`src/rtl/mixpwm_pkg.sv`:
```
`timescale 1ns/1ps
package mixpwm_pkg;

   localparam int unsigned TBL_ATT_W = 4;
   localparam int unsigned TBL_AMP_W = 6;

   // Log amplitude, 2 dB per step; the top code is silence.
   function automatic logic [TBL_AMP_W-1:0] att_to_amp(input logic [TBL_ATT_W-1:0] code);
      logic [TBL_AMP_W-1:0] a;
      case (code)
         4'd0:  a = 6'd63;
         4'd1:  a = 6'd50;
         4'd2:  a = 6'd40;
         4'd3:  a = 6'd32;
         4'd4:  a = 6'd25;
         4'd5:  a = 6'd20;
         4'd6:  a = 6'd16;
         4'd7:  a = 6'd13;
         4'd8:  a = 6'd10;
         4'd9:  a = 6'd8;
         4'd10: a = 6'd6;
         4'd11: a = 6'd5;
         4'd12: a = 6'd4;
         4'd13: a = 6'd3;
         4'd14: a = 6'd2;
         default: a = 6'd0;
      endcase
      return a;
   endfunction

endpackage

```
`src/rtl/mixpwm_atten.sv`:
```
`timescale 1ns/1ps
module mixpwm_atten
   import mixpwm_pkg::*;
#(
   parameter int unsigned ATT_W = 4,
   parameter int unsigned AMP_W = 6
) (
   input  logic             wave,
   input  logic [ATT_W-1:0] code,
   output logic [AMP_W-1:0] amp
);

   generate
      if (ATT_W != TBL_ATT_W || AMP_W != TBL_AMP_W) begin : g_bad_width
         $error("mixpwm_atten: widths must match the amplitude table");
      end
   endgenerate

   always_comb begin
      if (wave) amp = att_to_amp(code);
      else      amp = '0;
   end

endmodule

```
`src/rtl/mixpwm_sum.sv`:
```
`timescale 1ns/1ps
module mixpwm_sum #(
   parameter int unsigned NUM_CH = 4,
   parameter int unsigned AMP_W  = 6,
   parameter int unsigned OUT_W  = 8
) (
   input  logic                    clk,
   input  logic                    rst,
   input  logic [NUM_CH*AMP_W-1:0] amps,
   output logic [OUT_W-1:0]        sum_q
);

   localparam int unsigned SUM_MAX = NUM_CH * ((1 << AMP_W) - 1);

   generate
      if (SUM_MAX >= (1 << OUT_W)) begin : g_bad_sum
         $error("mixpwm_sum: OUT_W too narrow for the channel sum");
      end
   endgenerate

   logic [OUT_W-1:0] acc;

   always_comb begin
      acc = '0;
      for (int i = 0; i < NUM_CH; i++) begin
         acc = acc + OUT_W'(amps[i*AMP_W +: AMP_W]);
      end
   end

   always_ff @(posedge clk) begin
      if (rst) sum_q <= '0;
      else     sum_q <= acc;
   end

endmodule

```
`src/rtl/mixpwm_pwm.sv`:
```
`timescale 1ns/1ps
module mixpwm_pwm #(
   parameter int unsigned W = 8
) (
   input  logic         clk,
   input  logic         rst,
   input  logic [W-1:0] level,
   input  logic [W-1:0] cnt,
   output logic         pwm_q
);

   always_ff @(posedge clk) begin
      if (rst) pwm_q <= 1'b0;
      else     pwm_q <= (cnt < level);
   end

endmodule

```
`src/rtl/psg_mix_pwm.sv`:
```
`timescale 1ns/1ps
module psg_mix_pwm #(
   parameter int unsigned NUM_CH     = 4,
   parameter int unsigned ATT_W      = 4,
   parameter int unsigned AMP_W      = 6,
   parameter int unsigned OUT_W      = 8,
   parameter int unsigned CNT_W      = 8,
   parameter bit          SCALE_REPL = 1'b1
) (
   input  logic                    clk,
   input  logic                    rst,
   input  logic [NUM_CH-1:0]       ch_wave,
   input  logic [NUM_CH*ATT_W-1:0] ch_att,
   output logic [OUT_W-1:0]        mix_word,
   output logic [NUM_CH-1:0]       ch_pwm,
   output logic                    mix_pwm
);

   localparam int unsigned PAD_W = CNT_W - AMP_W;

   generate
      if (OUT_W != CNT_W) begin : g_bad_cnt
         $error("psg_mix_pwm: mixed word and PWM counter must be equally wide");
      end
      if (CNT_W <= AMP_W || PAD_W > AMP_W) begin : g_bad_pad
         $error("psg_mix_pwm: counter width out of range for amplitude scaling");
      end
   endgenerate

   logic [CNT_W-1:0]        cnt_q;
   logic [NUM_CH*AMP_W-1:0] amps;

   always_ff @(posedge clk) begin
      if (rst) cnt_q <= '0;
      else     cnt_q <= cnt_q + 1'b1;
   end

   for (genvar i = 0; i < NUM_CH; i++) begin : g_ch
      logic [AMP_W-1:0] amp;
      logic [CNT_W-1:0] lvl;
      logic [CNT_W-1:0] lvl_q;

      mixpwm_atten #(.ATT_W(ATT_W), .AMP_W(AMP_W)) u_att (
         .wave (ch_wave[i]),
         .code (ch_att[i*ATT_W +: ATT_W]),
         .amp  (amp)
      );

      assign amps[i*AMP_W +: AMP_W] = amp;

      if (SCALE_REPL) begin : g_repl
         assign lvl = {amp, amp[AMP_W-1 -: PAD_W]};
      end else begin : g_zero
         assign lvl = {amp, {PAD_W{1'b0}}};
      end

      always_ff @(posedge clk) begin
         if (rst) lvl_q <= '0;
         else     lvl_q <= lvl;
      end

      mixpwm_pwm #(.W(CNT_W)) u_pwm (
         .clk   (clk),
         .rst   (rst),
         .level (lvl_q),
         .cnt   (cnt_q),
         .pwm_q (ch_pwm[i])
      );
   end

   mixpwm_sum #(.NUM_CH(NUM_CH), .AMP_W(AMP_W), .OUT_W(OUT_W)) u_sum (
      .clk   (clk),
      .rst   (rst),
      .amps  (amps),
      .sum_q (mix_word)
   );

   mixpwm_pwm #(.W(CNT_W)) u_mix_pwm (
      .clk   (clk),
      .rst   (rst),
      .level (mix_word),
      .cnt   (cnt_q),
      .pwm_q (mix_pwm)
   );

endmodule

```
`config.mk`:
```
export PLATFORM = sky130hd
export DESIGN_NAME = psg_mix_pwm
export DESIGN_NICKNAME = d
export VERILOG_FILES = /design/src/rtl/mixpwm_pkg.sv /design/src/rtl/mixpwm_atten.sv /design/src/rtl/mixpwm_sum.sv /design/src/rtl/mixpwm_pwm.sv /design/src/rtl/psg_mix_pwm.sv
export SDC_FILE = /design/constraint.sdc
export NUM_CORES = 1
export LEC_CHECK = 0
export BUFFER_PORTS_ARGS = -buffer_cell sky130_fd_sc_hd__buf_2
export CAP_MARGIN = 30
export CORE_MARGIN = 3
export CORE_UTILIZATION = 60
export DETAILED_ROUTE_END_ITERATION = 8
export GPL_ROUTABILITY_DRIVEN = 1
export HOLD_SLACK_MARGIN = 0.12
export PLACE_DENSITY = 0.83
export SYNTH_ARGS = -nofsm -noshare
export SYNTH_HDL_FRONTEND = slang
export SYNTH_SLANG_ARGS = --single-unit
```
`constraint.sdc`:
```
create_clock -name clk -period 4.7 [get_ports clk]
set_clock_uncertainty 0.1 [all_clocks]
set_input_delay 0.47 -clock clk [delete_from_list [all_inputs] [get_ports clk]]
set_output_delay 0.47 -clock clk [all_outputs]
set_load 0.01 [all_outputs]
```
==> results.sh <==
export IMPL_status="finished, final reports clean"
export IMPL_hp_class="in2reg"
export IMPL_clkPwrFrac=0.289
export IMPL_pwr_share_seq=0.418
export IMPL_row_count=27
export IMPL_area_delta_synth_final_pct=7.586
export IMPL_stdcell_count=517
export IMPL_critPathBufInv=4
export IMPL_avgSynthCellArea_sq_um=8.639
export IMPL_clkLatencyLatePin_ns=0.30
export IMPL_startpoint_type="input port"
export IMPL_cts_setup_buffers=0
export IMPL_numPortBuffers=34
export IMPL_rsz0062_at_grt="false"
export IMPL_use_met1=0.2779
export IMPL_io_pins=35
export IMPL_ir_drop_uv=309.7
export IMPL_p_leak_nw=1.904
export IMPL_placed_cell_area_sq_mm=0.003784
export IMPL_synth_seq_area_share=0.2483
export IMPL_cts_made_buffers=5
export IMPL_met2_usage=0.3782
export IMPL_hold_buffers=0
export IMPL_die_w_microns=83.77
export IMPL_crit_chain="buf_2, inv_1, ha_1, inv_1, mux4_2, and2_1, ha_1, fa_1, a21o_1, a21oi_1, xor2_1, fa_1, inv_1, ha_1, o21a_1, o31a_1, o21ai_1, a21oi_1"
export IMPL_critical_path_slowest_cell="mux4_2"
export IMPL_cts_root_buf="clkbuf_8"
export IMPL_required_ns=4.75
export IMPL_max_freq_ghz=0.2428
export IMPL_worstReg2RegEnd="u_mix_pwm.pwm_q"
export IMPL_synth_edf_count=0
export IMPL_worst_slack_ns=0.5812
export IMPL_rr_worst_depth=5
export IMPL_end_kind="flop"
export IMPL_async_flop_share=0
export IMPL_syn_num_nets=518
export IMPL_slew_headroom=0.4961
export IMPL_overflow=0
export IMPL_cts_tree="done"
export IMPL_vias=2853
export IMPL_grt_max_degree=43
export IMPL_viasPerCell=5.518
export IMPL_crit_type="in2reg"
export IMPL_dp_hpwl_microns=5798
export IMPL_r2r_start="cnt_q[1]"
export IMPL_period_needed_ns=4.119
export IMPL_fin_tns_setup_ns=0
export IMPL_worst_pin_slew_ns=0.7558
export IMPL_cts_resized_gates=0
export IMPL_dieHeight_microns=83.77
export IMPL_period_share=0.8763
export IMPL_syn_inst=420
export IMPL_hp_start="ch_wave[0]"
export IMPL_startpoint="ch_att[1]"
export IMPL_grt_pass1_vias=2833
export IMPL_postRouteAntennaNets=0
export IMPL_synthesis_area_sq_mm=0.003628
export IMPL_clock_sinks=45
export IMPL_cts_path_max_buffers=2
export IMPL_crit_fanout=7
export IMPL_ys_top_cells_by_area="dfxtp_1 25%, ha_1 23%, inv_1 5.8%"
export IMPL_ctsHtreeMaxLevel=2
export IMPL_timing_reg2reg_setup_slack_ns=2.97
export IMPL_dr_pass1_iters=4
export IMPL_stdcell_area_sq_mm=0.003904
export IMPL_busiest_layer="met2"
export IMPL_dpl_cell_count=509
export IMPL_finalPower_mw=1.032
export IMPL_max_cap_violations=0
export IMPL_synthMostInstantiatedCell="ha_1"
export IMPL_drtIter0Drc=90
export IMPL_track_usage=0.2167
export IMPL_critPathTopFamily="adder cells"
export IMPL_hold_worst_slack_ns=0.3661
export IMPL_drive_gt1_frac=0.1101
export IMPL_switching_share=0.3031
export IMPL_power_density_mw_per_mm2=264.2
export IMPL_hold_viol=0
export IMPL_antenna_found_initial=0
export IMPL_cp_arrival_ns=4.17
export IMPL_start_util=0.6393
export IMPL_ys_types=47
export IMPL_internal_power_mw=0.7188
export IMPL_grtUsageMet3=0.02665
export IMPL_routed_wl_microns=7105
export IMPL_gp_congestion=0.8597
export IMPL_netlist_top_cells_count="68 x ha_1, 56 x inv_1, 45 x dfxtp_1, 32 x nor2_1, 19 x nand2_1"
export IMPL_synth_seq_cells=45
export IMPL_ys_warn_count=0
export IMPL_dieArea_sq_mm=0.007017
export IMPL_post_route_drc_count=0
export IMPL_cpPeakStageDelay_ns=0.44
export IMPL_grt_pass1_wl_microns=12710
export IMPL_antenna_cells=0
export IMPL_setup_viol=0
export IMPL_fin_util=0.6878
export IMPL_synth_flop_cell="dfxtp_1"
export IMPL_fin_nets=542
export IMPL_finalMaxSlewViolations=0
export IMPL_power_frac_comb=0.292
export IMPL_place_ws_ns=0.2503
export IMPL_post_drt_wl_per_cell_microns=13.74
export IMPL_power_switching_mw=0.3127
export IMPL_design_core_area_sq_mm=0.005675
export IMPL_crit_cells=18
export IMPL_path_clk_slew_ns=0.08
export IMPL_critPathCapture="u_sum.sum_q[7]"
export IMPL_synth_top_area_share=0.2483
export IMPL_yosysTopAreaCell="dfxtp_1"
[placed cells by master, fill, tap and decap left out, types with 6 or more instances in the layout]
cell / instances
a211oi_1: 11
a21o_1: 9
a21oi_1: 12
and2_1: 6
buf_2: 34
clkbuf_8: 6
dfxtp_1: 45
fa_1: 8
ha_1: 68
inv_1: 56
nand2_1: 19
nand2b_1: 8
nand3_1: 8
nor2_1: 32
nor2b_1: 16
nor3_1: 15
o2111ai_1: 6
o21ai_0: 10
o21ai_1: 8
xor2_1: 8
[logic make-up (layout without fill, tap and decap cells)]
kind of cell    after synthesis  count (layout)  synth area share
simple gates                124             124            0.1759
compound gates               82              82            0.1576
fa+ha+maj                    76              76            0.2786
buf+inv                      75             100           0.08896
flops                        45              45            0.2483
xor+xnor                     11              11           0.02655
mux                           7               7           0.02414
[flip-flops by register name, indices dropped and copies added (netlist names)]
register,flops
u_mix_pwm.pwm_q,1
cnt_q,8
g_ch.lvl_q,24
g_ch.u_pwm.pwm_q,4
u_sum.sum_q,8
[area by class of cell]
class / instances / area [sq um]
fill: 460 / 1772
tap: 72 / 90.09
clock inverter: 2 / 37.54
sequential: 45 / 900.9
timing repair buffer: 34 / 170.2
multi-input combinational: 300 / 2405
clock buffer: 6 / 82.58
inverter: 58 / 217.7
[worst min path at each step]
stage | depth (start not counted) | to
5_1_grt | 2 | g_ch[1].lvl_q[1]
2_1_floorplan | 3 | g_ch[2].u_pwm.pwm_q
4_1_cts | 2 | g_ch[3].lvl_q[1]
6_report | 3 | g_ch[0].lvl_q[3]
3_5_place_dp | 3 | g_ch[2].u_pwm.pwm_q
3_3_place_gp | 3 | g_ch[2].u_pwm.pwm_q
[worst min-delay path, cell delays in order]
cell	delay [ns]
buf_2	0.10
nand2b_1	0.08
nor2_1	0.08
[layer usage]
| metal | part of all wire | vias up |
|---|---|---|
| li1 | - | 1485 |
| met1 | 0.46 | 1303 |
| met2 | 0.50 | 57 |
| met3 | 0.036 | 8 |
| met4 | 0.011 | 0 |
| met5 | 0 | - |
[power by group through the flow]
stage | logic (mW) | clock network, mW | registers [mW]
after floorplan | 0.219 | 0 | 0.443
after global placement | 0.290 | 0 | 0.440
after detailed placement | 0.303 | 0 | 0.441
after CTS | 0.304 | 0.304 | 0.432
after global routing | 0.350 | 0.319 | 0.436
final | 0.302 | 0.298 | 0.432
No activity file was read; power rests on OpenSTA's default activity.
